$ cat src/rtl/can_fc_pkg.sv
package can_fc_pkg;

  typedef enum logic [1:0] {
    FC_ACTIVE  = 2'b00,
    FC_PASSIVE = 2'b01,
    FC_BUS_OFF = 2'b10
  } fc_state_e;

endpackage

$ cat src/rtl/can_fc_tx_cnt.sv
module can_fc_tx_cnt #(
  parameter int unsigned CNT_W  = 8,
  parameter int unsigned TX_INC = 8
) (
  input  logic             clk_i,
  input  logic             rst_ni,
  input  logic             clr_i,
  input  logic             ld_i,
  input  logic [CNT_W-1:0] ld_val_i,
  input  logic             hold_i,
  input  logic             err_i,
  input  logic             ok_i,
  output logic [CNT_W-1:0] cnt_o,
  output logic             ovf_o
);

  localparam logic [CNT_W:0]   INC_X = (CNT_W+1)'(TX_INC);
  localparam logic [CNT_W-1:0] ONE   = CNT_W'(1);

  logic [CNT_W-1:0] cnt_q, cnt_d;
  logic [CNT_W:0]   sum;

  assign sum = {1'b0, cnt_q} + INC_X;

  always_comb begin
    cnt_d = cnt_q;
    if (clr_i)                    cnt_d = '0;
    else if (ld_i)                cnt_d = ld_val_i;
    else if (hold_i)              cnt_d = cnt_q;
    else if (err_i)               cnt_d = sum[CNT_W] ? '1 : sum[CNT_W-1:0];
    else if (ok_i && cnt_q != '0) cnt_d = cnt_q - ONE;
  end

  assign ovf_o = !clr_i && !ld_i && !hold_i && err_i && sum[CNT_W];

  always_ff @(posedge clk_i or negedge rst_ni) begin
    if (!rst_ni) cnt_q <= '0;
    else         cnt_q <= cnt_d;
  end

  assign cnt_o = cnt_q;

endmodule

$ cat src/rtl/can_fc_rx_cnt.sv
module can_fc_rx_cnt #(
  parameter int unsigned CNT_W       = 8,
  parameter int unsigned SEV_INC     = 8,
  parameter int unsigned PASSIVE_LIM = 128,
  parameter int unsigned RX_PRESET   = 120
) (
  input  logic             clk_i,
  input  logic             rst_ni,
  input  logic             clr_i,
  input  logic             ld_i,
  input  logic [CNT_W-1:0] ld_val_i,
  input  logic             hold_i,
  input  logic             err_i,
  input  logic             sev_i,
  input  logic             ok_i,
  output logic [CNT_W-1:0] cnt_o
);

  localparam logic [CNT_W:0]   SEV_X  = (CNT_W+1)'(SEV_INC);
  localparam logic [CNT_W-1:0] LIM    = CNT_W'(PASSIVE_LIM);
  localparam logic [CNT_W-1:0] PRESET = CNT_W'(RX_PRESET);
  localparam logic [CNT_W-1:0] ONE    = CNT_W'(1);

  logic [CNT_W-1:0] cnt_q, cnt_d;
  logic [CNT_W:0]   sev_sum;

  assign sev_sum = {1'b0, cnt_q} + SEV_X;

  always_comb begin
    cnt_d = cnt_q;
    if (clr_i)             cnt_d = '0;
    else if (ld_i)         cnt_d = ld_val_i;
    else if (hold_i)       cnt_d = cnt_q;
    else if (sev_i)        cnt_d = sev_sum[CNT_W] ? '1 : sev_sum[CNT_W-1:0];
    else if (err_i)        cnt_d = (cnt_q == '1) ? cnt_q : cnt_q + ONE;
    else if (ok_i) begin
      if (cnt_q >= LIM)    cnt_d = PRESET;
      else if (cnt_q != '0) cnt_d = cnt_q - ONE;
    end
  end

  always_ff @(posedge clk_i or negedge rst_ni) begin
    if (!rst_ni) cnt_q <= '0;
    else         cnt_q <= cnt_d;
  end

  assign cnt_o = cnt_q;

endmodule

$ cat src/rtl/can_fc_state.sv
module can_fc_state
  import can_fc_pkg::*;
#(
  parameter int unsigned CNT_W       = 8,
  parameter int unsigned PASSIVE_LIM = 128
) (
  input  logic             clk_i,
  input  logic             rst_ni,
  input  logic [CNT_W-1:0] tx_cnt_i,
  input  logic [CNT_W-1:0] rx_cnt_i,
  input  logic             ovf_i,
  input  logic             recover_i,
  output logic             bus_off_o,
  output fc_state_e        state_o,
  output logic             alert_o
);

  localparam logic [CNT_W-1:0] LIM = CNT_W'(PASSIVE_LIM);

  logic      boff_q;
  fc_state_e state, prev_q;

  always_ff @(posedge clk_i or negedge rst_ni) begin
    if (!rst_ni)                  boff_q <= 1'b0;
    else if (ovf_i)               boff_q <= 1'b1;
    else if (recover_i && boff_q) boff_q <= 1'b0;
  end

  always_comb begin
    if (boff_q)                                   state = FC_BUS_OFF;
    else if (tx_cnt_i >= LIM || rx_cnt_i >= LIM)  state = FC_PASSIVE;
    else                                          state = FC_ACTIVE;
  end

  // previous-state register turns any state change into a one-cycle pulse
  always_ff @(posedge clk_i or negedge rst_ni) begin
    if (!rst_ni) prev_q <= FC_ACTIVE;
    else         prev_q <= state;
  end

  assign alert_o   = (state != prev_q);
  assign state_o   = state;
  assign bus_off_o = boff_q;

endmodule

$ cat src/rtl/can_fault_conf.sv
module can_fault_conf
  import can_fc_pkg::*;
#(
  parameter int unsigned CNT_W       = 8,
  parameter int unsigned TX_INC      = 8,
  parameter int unsigned RX_SEV_INC  = 8,
  parameter int unsigned PASSIVE_LIM = 128,
  parameter int unsigned RX_PRESET   = 120
) (
  input  logic             clk_i,
  input  logic             rst_ni,
  input  logic             tx_err_i,
  input  logic             rx_err_i,
  input  logic             rx_sev_i,
  input  logic             tx_ok_i,
  input  logic             rx_ok_i,
  input  logic             recover_i,
  input  logic             test_en_i,
  input  logic             test_wr_tx_i,
  input  logic             test_wr_rx_i,
  input  logic [CNT_W-1:0] test_data_i,
  output logic [CNT_W-1:0] tx_cnt_o,
  output logic [CNT_W-1:0] rx_cnt_o,
  output logic [1:0]       state_o,
  output logic             alert_o
);

  logic       bus_off, clr, ld_tx, ld_rx, ovf;
  fc_state_e  state;

  assign clr   = recover_i && bus_off;
  assign ld_tx = test_en_i && test_wr_tx_i;
  assign ld_rx = test_en_i && test_wr_rx_i;

  can_fc_tx_cnt #(.CNT_W(CNT_W), .TX_INC(TX_INC)) u_tx (
    .clk_i    (clk_i),
    .rst_ni   (rst_ni),
    .clr_i    (clr),
    .ld_i     (ld_tx),
    .ld_val_i (test_data_i),
    .hold_i   (bus_off),
    .err_i    (tx_err_i),
    .ok_i     (tx_ok_i),
    .cnt_o    (tx_cnt_o),
    .ovf_o    (ovf)
  );

  can_fc_rx_cnt #(
    .CNT_W(CNT_W), .SEV_INC(RX_SEV_INC),
    .PASSIVE_LIM(PASSIVE_LIM), .RX_PRESET(RX_PRESET)
  ) u_rx (
    .clk_i    (clk_i),
    .rst_ni   (rst_ni),
    .clr_i    (clr),
    .ld_i     (ld_rx),
    .ld_val_i (test_data_i),
    .hold_i   (bus_off),
    .err_i    (rx_err_i),
    .sev_i    (rx_sev_i),
    .ok_i     (rx_ok_i),
    .cnt_o    (rx_cnt_o)
  );

  can_fc_state #(.CNT_W(CNT_W), .PASSIVE_LIM(PASSIVE_LIM)) u_state (
    .clk_i     (clk_i),
    .rst_ni    (rst_ni),
    .tx_cnt_i  (tx_cnt_o),
    .rx_cnt_i  (rx_cnt_o),
    .ovf_i     (ovf),
    .recover_i (recover_i),
    .bus_off_o (bus_off),
    .state_o   (state),
    .alert_o   (alert_o)
  );

  assign state_o = state;

endmodule

$ cat config.mk
export PLATFORM = sky130hd
export DESIGN_NAME = can_fault_conf
export DESIGN_NICKNAME = d
export VERILOG_FILES = /design/src/rtl/can_fc_pkg.sv /design/src/rtl/can_fc_tx_cnt.sv /design/src/rtl/can_fc_rx_cnt.sv /design/src/rtl/can_fc_state.sv /design/src/rtl/can_fault_conf.sv
export SDC_FILE = /design/constraint.sdc
export NUM_CORES = 1
export LEC_CHECK = 0
export ABC_AREA = 1
export CAP_MARGIN = 5
export CORE_AREA = 2 2 83 85
export CTS_BUF_LIST = sky130_fd_sc_hd__clkbuf_4
export DETAILED_ROUTE_END_ITERATION = 8
export DIE_AREA = 0 0 85 87
export HOLD_SLACK_MARGIN = 0.03
export SETUP_SLACK_MARGIN = 0.05
export SKIP_LAST_GASP = 1
export SYNTH_ARGS = -nofsm -noshare
export SYNTH_HDL_FRONTEND = slang
export SYNTH_SLANG_ARGS = --single-unit
export TNS_END_PERCENT = 30
$ cat constraint.sdc
create_clock -name clk_i -period 2.7 [get_ports clk_i]
set_input_delay 0.675 -clock clk_i [delete_from_list [all_inputs] [get_ports clk_i]]
set_output_delay 0.675 -clock clk_i [all_outputs]
set_load 0.01 [all_outputs]
==> summary.md <==
| Metric | Value |
|---|---|
| Status | completed |
| Die ar. | 7395 µm² |
| RSZ-0062 raised after global routing | false |
| CP max FO | 4 |
| Cell class contributing the biggest share of worst-path delay | buffers and inverters |
| CTS buffer count | 3 |
| Sequential element share of the synthesized area | 0.2437 |
| Hold Buf Count CTS | 0 |
| Final Cycle Share | 0.9339 |
| Die Ht | 87 µm |
| Hold Path Class | reg -> reg |
| Clk pin slew, worst setup/hold paths | 130 ps |
| Most frequent cells in the layout | nand2_1 (97), nand3_1 (40), clkdlybuf4s50_1 (37) |
| Final Hold Fails | 0 |
| Number of diodes | 0 |
| Seq cells post-synth | 19 |
| Crit path largest cell delay | 530 ps |
| Synth Cell Area | 1951 µm² |
| Clk_skew | 9.919 ps |
| CP required | 2030 ps |
| Total GRT Usage | 0.1534 |
| TritonCTS clock tree | built |
| Post-DRT Antenna Nets | 0 |
| Worst slew pin tran | 431.3 ps |
| Final Critical Period | 2522 ps |
| Post-route worst setup slack | 178.4 ps |
| Leak | 0.001177 µW |
| Fraction of layout cells with a size suffix above 1 | 0.09659 |
| Synthesis Warnings | 0 |
| Starting DRT DRC Count | 135 |
| Critical path buffer and inverter count | 2 |
| Final nets | 380 |
| Slew Viols, Final | 0 |
| Core area | 6569 µm² |
| H-tree level count | 1 |
| Setup violators final | 0 |
| Pre-CTS WS | 398.3 ps |
| Clock Latency Late Sink | 310 ps |
| Fraction of synthesized cell area in xor and xnor cells | 0.03592 |
| Mapped Nets | 341 |
| Post-synthesis compound-gate area fraction | 0.1244 |
| Row count | 30 |
| Vias in the first global route | 1937 |
| Hold Slack | 534.5 ps |
| Pre-Repair DR Iteration Count | 4 |
| MaxCap Viol Count | 0 |
| Die W | 85 µm |
| Vias/cell | 4.822 |
| Total grt overflow | 0 |
| Power Density | 1059 nW/µm² |
| Worst Setup SP | u_tx.cnt_o[7]$_DFFE_PN0P_ |
| Final wirelength | 5.512 mm |
| Largest net degree at the start of global routing | 20 |
| Clk buf depth | 2 |
| Setup TNS | 0 ps |
| Crit start category | flip-flop |
| CTS root buf | clkbuf_4 |
| Area Growth Syn to Fin | 23.99% |
| Avg Cell Area, Syn | 6.212 µm² |
| Worst vdd ir | 0.0004440 V |
| Gp weighted congestion | 0.8734 |
| Slew margin rel. | 0.7124 |
| Vias | 2083 |
| Largest family of logic cells by synthesized area | simple AND/OR/NAND/NOR gates |
| CP endpoint kind | output port |
| I/O pin count | 38 |
| Post-Synth Simple-Gate Area | 0.4407 |
| Crit-path cells | inv_1 > a21oi_1 > or2_2 > nand3_1 > clkdlybuf4s50_1 |
| RR Startpoint | u_rx.cnt_o[0]$_DFFE_PN0P_ |
| Synthesized-area fraction occupied by adder cells | 0.05131 |
| Mux cell area share after synthesis | 0 |
| Synth Instances | 314 |
| Drt drc | 0 |
| Critical path class | reg -> out |
| Initial antenna violation count | 0 |
| Fmax | 396.6 MHz |
| IO buf count | 37 |
| First-pass GRT wire length | 9.225 mm |
| Detailed placer's ending HPWL | 4.217 mm |
| Most common cell after layout, fill and taps aside | nand2_1 |
| Hold Startpoint | u_tx.cnt_o[1]$_DFFE_PN0P_ |
| Clock Sinks | 19 |
| Crit path DAT | 1850 ps |
| WL/cell | 12.76 µm |
| Synth cell types | 32 |
| Initial core utilization | 0.2970 |
| Critical path's slowest cell | clkdlybuf4s50_1 |
-- where the power goes --
part,internal (µW),total [µW],switching (µW)
registers,426,673,247
logic,771,1730,964
clock network,55.2,153,98.2
-- cell type report --
class | instances | area [µm²]
clock buffers | 3 | 22.52
inverters | 33 | 126.4
repair buffers | 43 | 415.4
fillers | 711 | 4150
well taps | 80 | 100.1
flip-flops and latches | 19 | 476.7
multi-input cells | 253 | 1272
clock inverters | 1 | 5.005
-- flip-flops by register name, summed over array words and instances, names as in the netlist --
signal / count
u_state.bus_off_o: 1
u_rx.cnt_o: 8
u_state.prev_q: 2
u_tx.cnt_o: 8
-- stage by stage --
step | instances | area (µm²) | util | total power (µW)
global placement | 426 | 2375 | 0.3615 | 2373
detailed placement | 426 | 2375 | 0.3615 | 2384
floorplan | 314 | 1951 | - | 1796
CTS | 430 | 2402 | 0.3657 | 2549
finish | 432 | 2419 | 0.3682 | 2561
global route | 432 | 2419 | 0.3682 | 2852
-- Yosys cell counts --
| master | n | share of area |
|---|---|---|
| ha_1 | 8 | 0.051 |
| nand4_1 | 2 | 0.0064 |
| a21oi_1 | 11 | 0.028 |
| nand2_2 | 7 | 0.022 |
| buf_6 | 4 | 0.023 |
| a21oi_4 | 1 | 0.0083 |
| dfrtp_1 | 19 | 0.24 |
| nand3_1 | 40 | 0.10 |
| or2_2 | 2 | 0.0064 |
| inv_1 | 27 | 0.052 |
| o21ai_0 | 16 | 0.041 |
| o21bai_1 | 1 | 0.0039 |
| clkbuf_1 | 1 | 0.0019 |
| inv_2 | 4 | 0.0077 |
| nor2_2 | 3 | 0.0096 |
| nand2_1 | 97 | 0.19 |
| nor3_1 | 4 | 0.010 |
| a211oi_1 | 1 | 0.0039 |
| o21ai_1 | 8 | 0.021 |
| nand3b_1 | 1 | 0.0039 |
| o211ai_1 | 3 | 0.012 |
| xnor2_1 | 2 | 0.0090 |
| xor2_1 | 6 | 0.027 |
| nor2_1 | 33 | 0.064 |
| o22ai_1 | 1 | 0.0032 |
| o31ai_1 | 1 | 0.0039 |
| inv_4 | 1 | 0.0032 |
| buf_4 | 3 | 0.012 |
| buf_2 | 1 | 0.0026 |
| nor2_4 | 1 | 0.0058 |
| nand2_4 | 4 | 0.023 |
| clkinv_1 | 1 | 0.0019 |
-- worst reg2reg max path, delay by kind of cell, from the launching register on --
| family | cells | cell delay (ps) |
|---|---|---|
| AND/OR/NAND/NOR | 4 | 380 |
| AO/OA/AOI/OAI | 3 | 330 |
| buffers and inverters | 1 | 240 |
| adder cells (fa/ha/maj) | 1 | 330 |
| flip-flops | 1 | 440 |
-- metal layers --
layer	GRT usage	vias up	routed length (µm)
li1	-	1088	-
met1	0.2207	933	2646
met2	0.2500	56	2542
met3	0.01137	6	283
met4	0.03752	0	39
met5	0	-	0
-- cells by family (layout without fill, tap and decap cells) --
| kind of cell | after synthesis | count (layout) |
|---|---|---|
| compound gates | 43 | 43 |
| xor+xnor | 8 | 8 |
| fa+ha+maj | 8 | 8 |
| buf+inv | 42 | 80 |
| flops | 19 | 19 |
| simple gates | 194 | 194 |
-- final timing paths --
kind | end | slack (ps) | cells past startpoint
worst max-delay path | alert_o | 180 | 5
worst min-delay path | u_tx.cnt_o[1]$_DFFE_PN0P_ | 530 | 2
worst max register to register | u_rx.cnt_o[0]$_DFFE_PN0P_ | 910 | 9
worst min register to register | u_tx.cnt_o[1]$_DFFE_PN0P_ | 530 | 2
max in group asynchronous | u_tx.cnt_o[7]$_DFFE_PN0P_ | 1780 | 2
min in group asynchronous | u_tx.cnt_o[6]$_DFFE_PN0P_ | 700 | 2
-- timing repair --
action,CTS,global route
buffers inserted,0,2
resized for setup,0,1
setup endpoints to repair,0,1
Power figures use the tool's default switching activity.
